$ cat config.mk
export PLATFORM = sky130hd
export DESIGN_NAME = gf2m_mont_sqr
export DESIGN_NICKNAME = d
export VERILOG_FILES = /design/src/rtl/gf2m_sqr_pkg.sv /design/src/rtl/gf2m_sqr_spread.sv /design/src/rtl/gf2m_sqr_step.sv /design/src/rtl/gf2m_mont_sqr.sv
export SDC_FILE = /design/constraint.sdc
export NUM_CORES = 1
export LEC_CHECK = 0
export ABC_AREA = 1
export CAP_MARGIN = 30
export CORE_UTILIZATION = 40
export DETAILED_ROUTE_END_ITERATION = 7
export HOLD_SLACK_MARGIN = 0.1
export SLEW_MARGIN = 20
export SYNTH_ARGS = -nofsm -noshare
export SYNTH_HDL_FRONTEND = slang
export SYNTH_SLANG_ARGS = --single-unit
export TNS_END_PERCENT = 20
$ cat constraint.sdc
create_clock -name clk -period 2 [get_ports clk]
set_input_delay 0.2 -clock clk [delete_from_list [all_inputs] [get_ports clk]]
set_output_delay 0.2 -clock clk [all_outputs]
set_load 0.02 [all_outputs]
$ cat src/rtl/gf2m_sqr_pkg.sv
package gf2m_sqr_pkg;

    typedef enum logic {
        PH_IDLE = 1'b0,
        PH_RUN  = 1'b1
    } sqr_phase_e;

endpackage

$ cat src/rtl/gf2m_sqr_spread.sv
// Squaring over GF(2): coefficient j of a lands at position 2j, odd positions are zero.
module gf2m_sqr_spread #(
    parameter int M = 163
) (
    input  logic [M-1:0]   a_i,
    output logic [2*M-2:0] w_o
);
    for (genvar j = 0; j < M; j++) begin : g_even
        assign w_o[2*j] = a_i[j];
    end
    for (genvar j = 0; j < M-1; j++) begin : g_odd
        assign w_o[2*j+1] = 1'b0;
    end
endmodule

$ cat src/rtl/gf2m_sqr_step.sv
// One reduction iteration: make the value divisible by x, then divide by x.
module gf2m_sqr_step #(
    parameter int M = 163
) (
    input  logic [2*M-2:0] w_i,
    input  logic [M-1:0]   poly_i,
    output logic [2*M-2:0] w_o
);
    logic [2*M-2:0] sum;

    always_comb begin
        sum = w_i;
        if (w_i[0]) begin
            sum[M-1:0] = w_i[M-1:0] ^ poly_i;
            sum[M]     = ~w_i[M];
        end
        w_o = sum >> 1;
    end
endmodule

$ cat src/rtl/gf2m_mont_sqr.sv
module gf2m_mont_sqr
    import gf2m_sqr_pkg::*;
#(
    parameter int M = 163
) (
    input  logic         clk,
    input  logic         rst_n,
    input  logic         start_i,
    input  logic [M-1:0] operand_i,
    input  logic [M-1:0] poly_i,
    output logic         done_o,
    output logic [M-1:0] result_o
);
    localparam int W  = 2*M - 1;
    localparam int CW = $clog2(M + 1);
    localparam logic [CW-1:0] LAST = CW'(M - 1);

    typedef struct packed {
        sqr_phase_e    phase;
        logic [CW-1:0] cnt;
        logic [W-1:0]  work;
        logic [M-1:0]  poly;
        logic [M-1:0]  res;
        logic          done;
    } sqr_state_t;

    sqr_state_t st_d, st_q;
    logic [W-1:0] spread_w;
    logic [W-1:0] step_w;

    gf2m_sqr_spread #(.M(M)) u_spread (
        .a_i (operand_i),
        .w_o (spread_w)
    );

    gf2m_sqr_step #(.M(M)) u_step (
        .w_i    (st_q.work),
        .poly_i (st_q.poly),
        .w_o    (step_w)
    );

    always_comb begin
        st_d      = st_q;
        st_d.done = 1'b0;
        case (st_q.phase)
            PH_IDLE: begin
                if (start_i) begin
                    st_d.phase = PH_RUN;
                    st_d.cnt   = '0;
                    st_d.work  = spread_w;
                    st_d.poly  = poly_i;
                end
            end
            default: begin
                st_d.work = step_w;
                st_d.cnt  = st_q.cnt + 1'b1;
                if (st_q.cnt == LAST) begin
                    st_d.phase = PH_IDLE;
                    st_d.res   = step_w[M-1:0];
                    st_d.done  = 1'b1;
                end
            end
        endcase
    end

    always_ff @(posedge clk) begin
        if (!rst_n) begin
            st_q <= '0;
        end else begin
            st_q <= st_d;
        end
    end

    assign done_o   = st_q.done;
    assign result_o = st_q.res;


    reset_quiet_chk: assert property (@(posedge clk)
        !rst_n |=> (!done_o && result_o == '0));


    start_accept_chk: assert property (@(posedge clk) disable iff (!rst_n)
        (st_q.phase == PH_IDLE && start_i) |=> (st_q.phase == PH_RUN && st_q.cnt == '0));


    done_pulse_chk: assert property (@(posedge clk) disable iff (!rst_n)
        done_o |=> !done_o);


    done_at_last_chk: assert property (@(posedge clk) disable iff (!rst_n)
        (st_q.phase == PH_RUN && st_q.cnt == LAST) |=> done_o);


    reduced_degree_chk: assert property (@(posedge clk) disable iff (!rst_n)
        done_o |-> (st_q.work[W-1:M] == '0));


    odd_modulus_chk: assert property (@(posedge clk) disable iff (!rst_n)
        (st_q.phase == PH_RUN) |-> st_q.poly[0]);


    busy_hold_chk: assert property (@(posedge clk) disable iff (!rst_n)
        (st_q.phase == PH_RUN && st_q.cnt != LAST) |=> (st_q.phase == PH_RUN && $stable(st_q.poly)));


    result_hold_chk: assert property (@(posedge clk) disable iff (!rst_n)
        !done_o |-> $stable(result_o));
endmodule

## After elaboration in Yosys (flattened, before gate mapping)

Cells that the tools add are included.

- $add $sub $neg: 1
- Eq/ne operators: 1
- Mux-type cells: 5
- Bitwise logic cells: 4
- Reduce and logical (&&, ||, !) cells: 5

Operator list:

| kind | count |
|---|---|
| 497-bit two-way mux | 1 |
| 334-bit two-way mux | 1 |
| 164-bit two-way mux | 1 |
| 163-bit XOR | 1 |
| 8-bit by 1-bit adder with 8-bit output (second input constant) | 1 |
| 8-bit equality test (second input constant) | 1 |
| 2-bit AND reduction | 3 |
| 1-bit inverter | 3 |
| 1-bit two-way mux | 2 |
| 2-bit nonzero test | 1 |
| 2-bit OR reduction | 1 |

- Register bits after elaboration: 661
- Word-level logic and storage cells: 23

## Depth between registers and ports, before layout

- Depth after elaboration: 3
- Mapped depth: 9
- Gate-level depth less buffers: 7

## Modules after synthesis

Synthesis repeated with hierarchy kept, for this count alone.

- Cells, all modules: 5,405
- Area, all modules: 35,703.0 sq um

Modules (own cells, without submodules):

| module | instances | cells each | area an instance (sq um) | sequential area each (sq um) |
|---|---|---|---|---|
| gf2m_mont_sqr | 1 | 3,907 | 27,885.5 | 13,232.7 |
| gf2m_sqr_step | 1 | 1,172 | 5,373.9 | 0.0 |
| gf2m_sqr_spread | 1 | 326 | 2,443.6 | 0.0 |

## Least setup slack after synthesis

OpenSTA, ideal clock, no wires.

- Path kind: register to register
- From: register st_q[652] (netlist name)
- To: register st_q, in the netlist result_o[145]
- Setup time: 0.059 ns
- Arrival time: 1.354 ns
- Required time: 1.941 ns
- Path slack: 0.587 ns
- Stages on the path, launching flop included: 10
- Path buffers: 2
- Period minus slack after synthesis: 1.413 ns
- Path through: dfxtp_1 -> inv_1 -> ha_1 -> nand2_1 -> nor2_1 -> nand3_1 -> buf_2 -> clkbuf_1 -> nand3_1 -> nand2_1

- Cells in the longest elaborated chain, start to end: 2

RTL lines:

| what | line | source |
|---|---|---|
| start, declared | gf2m_mont_sqr.sv:27 | `sqr_state_t st_d, st_q;` |
| start signal, assigned | gf2m_mont_sqr.sv:70 | `st_q <= st_d;` |
| 8-bit equality test | gf2m_mont_sqr.sv:57 | `if (st_q.cnt == LAST) begin` |
| 2-bit AND reduction (no source line) | -- |  |

Every way passes these cells.
A chain may end at the register's enable or synchronous reset.

## Final worst setup path

- From: register st_q, in the netlist result_o[15]
- To: output port result_o[15]

RTL lines:

| what | line | source |
|---|---|---|
| end, declared | gf2m_mont_sqr.sv:12 | `output logic [M-1:0] result_o` |

No word-level cell between the ends.

==> run metrics <==
Num CTS Buffers 75; CTS root buf clkbuf_16; Final nets 5041; Buffers on Ports 491; cell internal pwr 23.2 mW; Hold Fails Final Rpt 0; Die X 277 um; Adder-Cell Fraction of Synth Area 0.0828%; Final min period 1950 ps; slowest stage cell on the critical path clkdlybuf4s50_1; min setup slack post-route 53.2 ps; number of synthesized flops with an enable pin 0; cells along the critical path clkdlybuf4s50_1; Post-Route Utilization 50.2%; register bit total from synthesis 660; MaxCap Viol Count 0; period utilization 97.3%; VDD IR-drop max 532 uV; fraction of registers with async set/reset 0%; Remaining Overflow, GRT 0; PwrDens 829 nW/um^2; Slew Viols, Final 0; DPL Wire Length 59300 um; leading area contributor after synthesis dfxtp_1; drt total wl 89200 um; crit path from result_o[15]; syn_nets 4839; Clk network pwr share 44.7%; routability cong. 0.839; Final Cell Area 37500 sq um; row count 100; Yosys top cell area share 43.7%; reg-to-reg endpoint result_o[153]; mux cell area share after synthesis 0%; Stages on worst setup path 1; Syn Area/Cell 6.70 sq um; sequential power share 45.2%; full die area 76700 sq um; Leak Pwr 16.5 nW; DRC violation total after the first TritonRoute iteration 1831; first-pass GRT wire length 141000 um; sw power 7.80 mW; worst path bufs/invs 1; status complete, no violations; WS Path Type flop to output pin; clk slew on worst S/H paths 60 ps; WL/cell 15.5 um; worst r2r path cells 7; cell area after placement 34900 sq um; Final setup viols 0; Startpoint Class flop; maximum number of pins on one net before global-route repair 114; Unique masters post-synth 25; vias in the first global route 25500; crit path to result_o[15]; Top delay family on crit path buffers and inverters; TritonCTS clock tree yes; FMAX 514 MHz; Pre-antenna DRT Iters 7; Finished Layout Cells 5749; Ports 493; GRT Resource Usage Total 22.9%; simple-gate share of the synthesized area 37.8%; complex-gate fraction of the synthesized area 5.53%; Core ar. 74600 sq um; Routed Antenna Nets 0; Max H-tree Level 3; Slew HR 62.7%; Longest Clk Path Bufs 3; commonest cells in the netlist nand2_1, dfxtp_1, nor2_1, nand3_1, inv_1; Worst Tran Pin Value 560 ps; Reg-to-Reg Start st_q[654]; CP Data Required Time 1800 ps; Seq/Total Area, Yosys 43.7%; Final TNS setup 0 ps; worst slack at placement 159 ps; residual DRC count 0; via count 27600; clock net sink count 660; Worst Path Arrival 1750 ps; share of layout cells above drive strength 1 5.54%; crit-path max cell delay 790 ps; worst skew pair latency 620 ps; initial core utilization 40.5%; most frequent cell after synthesis nand2_1; synthesized area 30200 sq um; # Post-CTS Setup Buffers 0; Syn Inst Count 4508; initial antenna violation count 36; Post-Synth XOR/XNOR Area 0%; clk_skew 25.8 ps; placed cells 5601; CP Max Fanout 2; sw frac 25.1%; Yosys warnings 0; Combinational Power Share 10.2%; synthesis-to-finish area growth 24.0%; RSZ-0062 raised after global routing false; ys flop type dfxtp_1; Die Ht 277 um; crit end category output pin; drt via density 4.81; top post-synthesis cells by area dfxtp_1, nand2_1, nand3_1; largest family of logic cells by synthesized area simple AND/OR/NAND/NOR gates; worst min-delay path class primary input to flop; r2r setup slk 320 ps
## how the worst min path moves through the flow
stage / start / to / depth (start not counted)
2_1_floorplan: poly_i[115] / st_q[279] / 2
3_3_place_gp: st_q[569] / st_q[568] / 2
3_5_place_dp: st_q[589] / st_q[588] / 2
4_1_cts: operand_i[162] / st_q[651] / 3
5_1_grt: operand_i[162] / st_q[651] / 3
6_report: operand_i[162] / st_q[651] / 3
## logic make-up after synthesis
family,after synthesis
AO/OA/AOI/OAI,333
adder cells (fa/ha/maj),2
buffers and inverters,785
flip-flops,660
AND/OR/NAND/NOR,2728
## tightest hold or removal path, cell delays in order
cell and delay (ps):
clkdlybuf4s50_1 400, nor2_1 100, nor4_1 40
## per-stage QoR
step,power (mW),hold slack [ps]
finish,31.0,180
global route,32.4,182
CTS,31.4,146
detailed placement,17.5,446
global placement,17.4,443
floorplan,16.0,349
## state kept, by name (all words and copies together) (netlist names)
register / cells
st_q: 496
result_o: 163
done_o: 1
## routing by layer
layer,vias to the layer above,track usage (%),routed length [um]
li1,14200,-,-
met1,12600,30.4,41100
met2,621,36.4,40100
met3,170,5.09,5140
met4,42,8.15,2550
met5,-,0,269
## power by group through the flow
stage               registers (mW)  logic, mW  clock network, mW
floorplan                     14.2       1.81                  0
global placement              14.3       3.16                  0
detailed placement            14.3       3.18                  0
CTS                           14.0       3.19               14.2
global route                  14.1       3.54               14.7
finish                        14.0       3.15               13.9
## repair_timing
| item | in CTS | in global routing |
|---|---|---|
| endpoints found under the hold margin | 28 | 0 |
| endpoints found under the setup margin | 0 | 1 |
| resized for setup | 0 | 1 |
| hold buffers | 1 | 0 |
## final cells by class
class,count,area (sq um)
Antenna cell,15,37.5
Clock buffer,107,2180
Clock inverter,25,308
Fill cell,7545,37100
Inverter,334,1270
Multi-Input combinational cell,3063,13200
Sequential cell,660,13200
Tap cell,969,1210
Timing Repair Buffer,576,6090
## cells in the final DEF, fill, tap and decap left out, types with 3 or more instances in the layout
| cell | instances |
|---|---|
| bufinv_16 | 5 |
| clkinv_2 | 12 |
| nor2_4 | 3 |
| dfxtp_1 | 658 |
| nand3b_1 | 81 |
| clkinv_8 | 4 |
| buf_4 | 42 |
| nand3_1 | 442 |
| nand3_2 | 50 |
| clkbuf_8 | 14 |
| a21oi_1 | 169 |
| diode_2 | 15 |
| clkdlybuf4s50_1 | 489 |
| nand2_1 | 1559 |
| buf_12 | 42 |
| o21ai_1 | 12 |
| clkbuf_1 | 16 |
| o21ai_0 | 150 |
| nor2_1 | 588 |
| clkbuf_16 | 77 |
| inv_1 | 329 |
(Power assumes the default switching activity.)
